File: src/rtl/ptw_pkg.sv
package ptw_pkg;
  typedef enum logic [2:0] {
    ST_IDLE,
    ST_RD_DIR,
    ST_WT_DIR,
    ST_RD_TBL,
    ST_WT_TBL
  } walk_state_e;

  typedef enum logic [1:0] {
    FLT_NONE = 2'd0,
    FLT_SEG  = 2'd1,
    FLT_PROT = 2'd2
  } fault_e;

  localparam logic [1:0] ACC_RD = 2'd0;
  localparam logic [1:0] ACC_WR = 2'd1;
  localparam logic [1:0] ACC_EX = 2'd2;

  // entry word field positions
  localparam int ENT_VALID_BIT = 0;
  localparam int ENT_PROT_LSB  = 1;
  localparam int ENT_PROT_W    = 3;
  localparam int ENT_PFN_LSB   = 8;
endpackage

File: src/rtl/ptw_addr_calc.sv
module ptw_addr_calc #(
  parameter int VPN_W    = 8,
  parameter int DIR_W    = 4,
  parameter int TBL_W    = 4,
  parameter int OFF_W    = 6,
  parameter int PA_W     = 16,
  parameter int PFN_W    = 10,
  parameter int ENT_LOG2 = 2
) (
  input  logic [VPN_W-1:0] vpn_i,
  input  logic [PA_W-1:0]  pdbr_i,
  input  logic [PFN_W-1:0] dir_pfn_i,
  output logic [PA_W-1:0]  pde_addr_o,
  output logic [PA_W-1:0]  pte_addr_o
);
  logic [DIR_W-1:0] dir_idx;
  logic [TBL_W-1:0] tbl_idx;

  assign dir_idx = vpn_i[VPN_W-1 -: DIR_W];
  assign tbl_idx = vpn_i[TBL_W-1:0];

  assign pde_addr_o = pdbr_i + (PA_W'(dir_idx) << ENT_LOG2);
  assign pte_addr_o = (PA_W'(dir_pfn_i) << OFF_W) + (PA_W'(tbl_idx) << ENT_LOG2);
endmodule

File: src/rtl/ptw_perm_check.sv
module ptw_perm_check
  import ptw_pkg::*;
#(
  parameter int ENT_W = 32,
  parameter int PFN_W = 10
) (
  input  logic [ENT_W-1:0]      entry_i,
  input  logic [1:0]            acc_i,
  output logic                  valid_o,
  output logic                  allowed_o,
  output logic [PFN_W-1:0]      pfn_o,
  output logic [ENT_PROT_W-1:0] prot_o
);
  logic unused_ok;

  assign valid_o = entry_i[ENT_VALID_BIT];
  assign prot_o  = entry_i[ENT_PROT_LSB +: ENT_PROT_W];
  assign pfn_o   = entry_i[ENT_PFN_LSB +: PFN_W];
  assign unused_ok = ^entry_i;

  always_comb begin
    case (acc_i)
      ACC_RD:  allowed_o = prot_o[0];
      ACC_WR:  allowed_o = prot_o[1];
      ACC_EX:  allowed_o = prot_o[2];
      default: allowed_o = 1'b0;
    endcase
  end
endmodule

File: src/rtl/ptw_walker.sv
module ptw_walker
  import ptw_pkg::*;
#(
  parameter  int VA_W      = 14,
  parameter  int PA_W      = 16,
  parameter  int OFF_W     = 6,
  parameter  int ENT_BYTES = 4,
  localparam int ENT_W     = 8 * ENT_BYTES,
  localparam int ENT_LOG2  = $clog2(ENT_BYTES),
  localparam int VPN_W     = VA_W - OFF_W,
  localparam int TBL_W     = OFF_W - ENT_LOG2,
  localparam int DIR_W     = VPN_W - TBL_W,
  localparam int PFN_W     = PA_W - OFF_W
) (
  input  logic                  clk,
  input  logic                  rst,
  input  logic                  miss_valid_i,
  input  logic [VPN_W-1:0]      miss_vpn_i,
  input  logic [1:0]            miss_acc_i,
  input  logic [PA_W-1:0]       pdbr_i,
  output logic                  busy_o,
  output logic                  mem_req_o,
  output logic [PA_W-1:0]       mem_addr_o,
  input  logic                  mem_rsp_valid_i,
  input  logic [ENT_W-1:0]      mem_rsp_data_i,
  output logic                  done_o,
  output logic [1:0]            fault_o,
  output logic                  fill_o,
  output logic [VPN_W-1:0]      fill_vpn_o,
  output logic [PFN_W-1:0]      fill_pfn_o,
  output logic [ENT_PROT_W-1:0] fill_prot_o
);
  walk_state_e           state;
  logic [VPN_W-1:0]      vpn_q;
  logic [1:0]            acc_q;
  logic [PA_W-1:0]       pdbr_q;
  logic [PFN_W-1:0]      dir_pfn_q;
  logic [PA_W-1:0]       pde_addr;
  logic [PA_W-1:0]       pte_addr;
  logic                  ent_valid;
  logic                  ent_allowed;
  logic [PFN_W-1:0]      ent_pfn;
  logic [ENT_PROT_W-1:0] ent_prot;

  ptw_addr_calc #(
    .VPN_W(VPN_W), .DIR_W(DIR_W), .TBL_W(TBL_W), .OFF_W(OFF_W),
    .PA_W(PA_W), .PFN_W(PFN_W), .ENT_LOG2(ENT_LOG2)
  ) u_addr (
    .vpn_i(vpn_q),
    .pdbr_i(pdbr_q),
    .dir_pfn_i(dir_pfn_q),
    .pde_addr_o(pde_addr),
    .pte_addr_o(pte_addr)
  );

  ptw_perm_check #(.ENT_W(ENT_W), .PFN_W(PFN_W)) u_perm (
    .entry_i(mem_rsp_data_i),
    .acc_i(acc_q),
    .valid_o(ent_valid),
    .allowed_o(ent_allowed),
    .pfn_o(ent_pfn),
    .prot_o(ent_prot)
  );

  assign busy_o = (state != ST_IDLE);

  always_ff @(posedge clk) begin
    if (rst) begin
      state       <= ST_IDLE;
      vpn_q       <= '0;
      acc_q       <= '0;
      pdbr_q      <= '0;
      dir_pfn_q   <= '0;
      mem_req_o   <= 1'b0;
      mem_addr_o  <= '0;
      done_o      <= 1'b0;
      fault_o     <= FLT_NONE;
      fill_o      <= 1'b0;
      fill_vpn_o  <= '0;
      fill_pfn_o  <= '0;
      fill_prot_o <= '0;
    end else begin
      mem_req_o <= 1'b0;
      done_o    <= 1'b0;
      fill_o    <= 1'b0;
      fault_o   <= FLT_NONE;
      case (state)
        ST_IDLE: begin
          if (miss_valid_i) begin
            vpn_q  <= miss_vpn_i;
            acc_q  <= miss_acc_i;
            pdbr_q <= pdbr_i;
            state  <= ST_RD_DIR;
          end
        end
        ST_RD_DIR: begin
          mem_req_o  <= 1'b1;
          mem_addr_o <= pde_addr;
          state      <= ST_WT_DIR;
        end
        ST_WT_DIR: begin
          if (mem_rsp_valid_i) begin
            if (!ent_valid) begin
              done_o  <= 1'b1;
              fault_o <= FLT_SEG;
              state   <= ST_IDLE;
            end else begin
              dir_pfn_q <= ent_pfn;
              state     <= ST_RD_TBL;
            end
          end
        end
        ST_RD_TBL: begin
          mem_req_o  <= 1'b1;
          mem_addr_o <= pte_addr;
          state      <= ST_WT_TBL;
        end
        ST_WT_TBL: begin
          if (mem_rsp_valid_i) begin
            done_o <= 1'b1;
            state  <= ST_IDLE;
            if (!ent_valid) begin
              fault_o <= FLT_SEG;
            end else if (!ent_allowed) begin
              fault_o <= FLT_PROT;
            end else begin
              fill_o      <= 1'b1;
              fill_vpn_o  <= vpn_q;
              fill_pfn_o  <= ent_pfn;
              fill_prot_o <= ent_prot;
            end
          end
        end
        default: state <= ST_IDLE;
      endcase
    end
  end
endmodule

File: config.mk
export PLATFORM = sky130hd
export DESIGN_NAME = ptw_walker
export DESIGN_NICKNAME = d
export VERILOG_FILES = /design/src/rtl/ptw_pkg.sv /design/src/rtl/ptw_addr_calc.sv /design/src/rtl/ptw_perm_check.sv /design/src/rtl/ptw_walker.sv
export SDC_FILE = /design/constraint.sdc
export NUM_CORES = 1
export LEC_CHECK = 0
export ABC_AREA = 1
export BUFFER_PORTS_ARGS = -buffer_cell sky130_fd_sc_hd__buf_2
export CAP_MARGIN = 40
export CORE_MARGIN = 2
export CORE_UTILIZATION = 39
export CTS_CLUSTER_DIAMETER = 40
export CTS_CLUSTER_SIZE = 14
export DETAILED_ROUTE_END_ITERATION = 12
export PLACE_DENSITY = 0.66
export REMOVE_ABC_BUFFERS = 1
export SYNTH_ARGS = -nofsm -noshare
export SYNTH_HDL_FRONTEND = slang
export SYNTH_SLANG_ARGS = --single-unit
export TNS_END_PERCENT = 30
File: constraint.sdc
create_clock -name clk -period 1.6 [get_ports clk]
set_input_delay 0.24 -clock clk [delete_from_list [all_inputs] [get_ports clk]]
set_output_delay 0.24 -clock clk [all_outputs]
set_load 0.02 [all_outputs]
==> flow_metrics.py <==
metrics = {
    "setup_path": {
        "endpoint_kind": "primary output",
        "cpPeakStageDelay_ns": 0.50,
        "cp-start-kind": "flop",
        "cp.arrival_ns": 1.26,
        "crit_family": "flip-flops",
        "cp_cell_sequence": "nor2_4 -> nand2_1 -> buf_2",
        "rr_endpoint": "fill_vpn_o[7]$_SDFFE_PP0P_",
        "path_buf_inv": 1,
        "endpoint": "busy_o",
        "reg2reg_setup_slack_ns": 0.11,
        "crit_path_top_delay_cell": "dfxtp_1",
        "path_depth": 3,
        "worst_r2r_startpoint": "state[2]$_SDFFE_PP0P_",
        "cp_max_fo": 5,
        "critPathKind": "flop to primary output",
        "r2r_cells": 6,
        "setup.worst_path.start": "state[2]$_SDFFE_PP0P_",
        "crit_required_ns": 1.36,
    },
    "global_route": {
        "grt_max_degree": 53,
        "first_global_vias": 2981,
        "grtUsageTotal_pct": 17.3,
        "antenna_found_initial": 0,
        "overflow": 0,
        "grt_pass1_wl_um": 13500,
    },
    "hold_path": {
        "min-delay-start": "mem_rsp_data_i[0]",
        "hold_depth": 2,
        "min_path_type": "input port to flop",
    },
    "floorplanning": {
        "die_y_um": 96.7,
        "io_pins": 105,
        "start_util_pct": 40.6,
        "core_mm2": 0.00826,
        "fp.dieW_um": 96.7,
        "num_rows": 33,
        "die-area_mm2": 0.00935,
    },
    "power": {
        "p_switching_uw": 2110,
        "p_int_uw": 4070,
        "ir_worst_vdd_v": 0.000748,
        "powerDensity_mw_per_mm2": 1470,
        "switching_share_pct": 34.2,
        "clock_power_share_pct": 28.9,
        "total_power_uw": 6180,
        "power_frac_comb_pct": 28.5,
        "seqPwrFrac_pct": 42.6,
        "leakage_uw": 0.00182,
    },
    "yosys": {
        "ys_async_sr_fraction_pct": 0,
        "synth_most_common_cell": "dfxtp_1",
        "synth.cell_area_mm2": 0.00335,
        "yosysUniqueCellTypes": 29,
        "synth_area_leaders": "dfxtp_1, a21oi_1, o21ai_0, nand2_1, nor2_1",
        "yosysSeqAreaShare_pct": 48.4,
        "synth_cells": 448,
        "synth_top_cell_area_share_pct": 48.4,
        "yosys_warnings": 0,
        "synth_ff_type": "dfxtp_1",
        "avgSynthCellArea_um2": 7.48,
        "synth_largest_area_cell": "dfxtp_1",
        "synth-edff-count": 0,
        "synth_common_cells": "dfxtp_1, nand2_1, nor2_1",
        "ys_seq_elements": 81,
    },
    "timing": {
        "rsz0062_at_grt": "yes",
        "timing.final.crit_share_pct": 93.4,
        "worstMarginPinSlew_ns": 0.438,
        "fin_crit_ns": 1.50,
        "hold_viol_final": 0,
        "hold_ws_ns": 0.111,
        "setup_viol": 0,
        "max-slew-margin-rel_pct": 70.8,
        "finalMaxSlewViolations": 0,
        "fin_skew_ns": 0.00316,
        "clock.fmax_mhz": 669,
    },
    "finish": {
        "drive_above_1_share_pct": 25.0,
        "final_nets": 601,
        "area_delta_synth_final_pct": 25.1,
        "antenna_cells": 0,
        "final_core_util_pct": 50.8,
    },
    "status": {
        "outcome": "finished, final reports clean",
    },
    "clock_tree": {
        "hold_buffers": 0,
        "post_cts.repair.setup_buffers": 0,
        "cts_sinks": 81,
        "cts_made_buffers": 9,
        "clkLatencyLatePin_ns": 0.35,
        "cts_tree": "done",
        "cts.htree.levels": 3,
        "clkSlewWorstSetupHoldPaths_ns": 0.08,
        "cts_buffer_depth": 2,
        "clockRootBuffer": "clkbuf_8",
    },
    "placed_design": {
        "routabilityCongestion": 0.903,
        "port_buffers": 86,
        "dp_hpwl_um": 5700,
    },
    "route": {
        "drc": 0,
        "drtAntennaViolNets": 0,
        "first_pass_iters": 5,
        "drt_iter0_markers": 119,
        "via_count": 3119,
        "via_per_inst": 4.84,
        "wl_per_cell_um": 12.1,
        "routed_wl_um": 7770,
    },
    "flow_run": {
        "max_cap_violations": 0,
    },
}
==> cell usage in the layout, fill, tap and decap left out, types with 3 or more instances in the layout <==
cell       synthesis  final
nand2_1           59     55
clkinv_2           0      3
clkbuf_8           0     10
inv_1             52     52
dfxtp_1           81     80
o21ai_1           23     23
a31oi_1            5      5
inv_2              4      3
bufinv_16          0      3
nand2_2            1      5
buf_4              1      9
nand4_1            5      5
nand3_2            2      4
buf_2              6     86
a21oi_1           50     49
o21ai_0           45     45
nand3_1           26     24
nor2_1            56     56
==> through the flow <==
step	cells	setup TNS, ns	worst slack [ns]	instance area (µm²)
3_5_place_dp	627	-0.265	-0.0705	3890
5_1_grt	644	-0.00627	-0.00627	4190
6_report	644	0	0.105	4190
3_3_place_gp	627	-0.0968	-0.0394	3890
4_1_cts	644	0	0.0174	4140
2_1_floorplan	426	0	0.0699	3240
==> worst min-delay path by stage <==
stage	to	slack, ns
global placement	pdbr_q[1]$_SDFFE_PP0P_	0.43
CTS	fault_o[0]$_SDFF_PP0_	0.09
finish	fault_o[0]$_SDFF_PP0_	0.11
detailed placement	pdbr_q[1]$_SDFFE_PP0P_	0.44
global route	fault_o[0]$_SDFF_PP0_	0.10
floorplan	mem_addr_o[0]$_SDFFE_PP0P_	0.31
==> state kept, by name, summed over array words and instances (netlist names) <==
| name | count |
|---|---|
| acc_q | 2 |
| dir_pfn_q | 10 |
| done_o | 1 |
| fault_o | 2 |
| fill_o | 1 |
| fill_pfn_o | 10 |
| fill_prot_o | 3 |
| fill_vpn_o | 8 |
| mem_addr_o | 16 |
| mem_req_o | 1 |
| pdbr_q | 16 |
| state | 3 |
| vpn_q | 8 |
==> repair_timing <==
action,CTS,global route
gates resized for setup,2,15
endpoints found under the setup margin,5,28
gates cloned,1,0
pin swaps,1,0
==> logic make-up after synthesis <==
logic type | synth area share (%)
DFF | 48.4
AOI/OAI and AO/OA | 19.5
buffers and inverters | 9.60
and+or+nand+nor | 19.8
adders and majority gates | 2.09
xor gates and xnor gates | 0.523
==> layer usage <==
layer | track usage (%) | wire [µm] | vias up
met5 | 0 | 0 | -
li1 | - | - | 1639
met1 | 21.4 | 3620 | 1387
met2 | 28.3 | 3550 | 83
met3 | 6.43 | 502 | 10
met4 | 4.98 | 101 | 0
==> power by group through the flow <==
stage,clock [µW],combinational [µW],sequential [µW]
after floorplan,0,1030,2720
after global placement,0,1680,2650
after detailed placement,0,1700,2660
after CTS,1830,1720,2620
after global routing,1930,1990,2690
final,1790,1760,2630
==> final cells by class <==
class,count,area [µm²]
Sequential cell,81,1620
Inverter,56,213
Tap cell,105,131
Clock inverter,6,105
Clock buffer,10,138
Timing Repair Buffer,96,518
Fill cell,853,4070
Multi-Input combinational cell,290,1460
(Power assumes the default switching activity.)
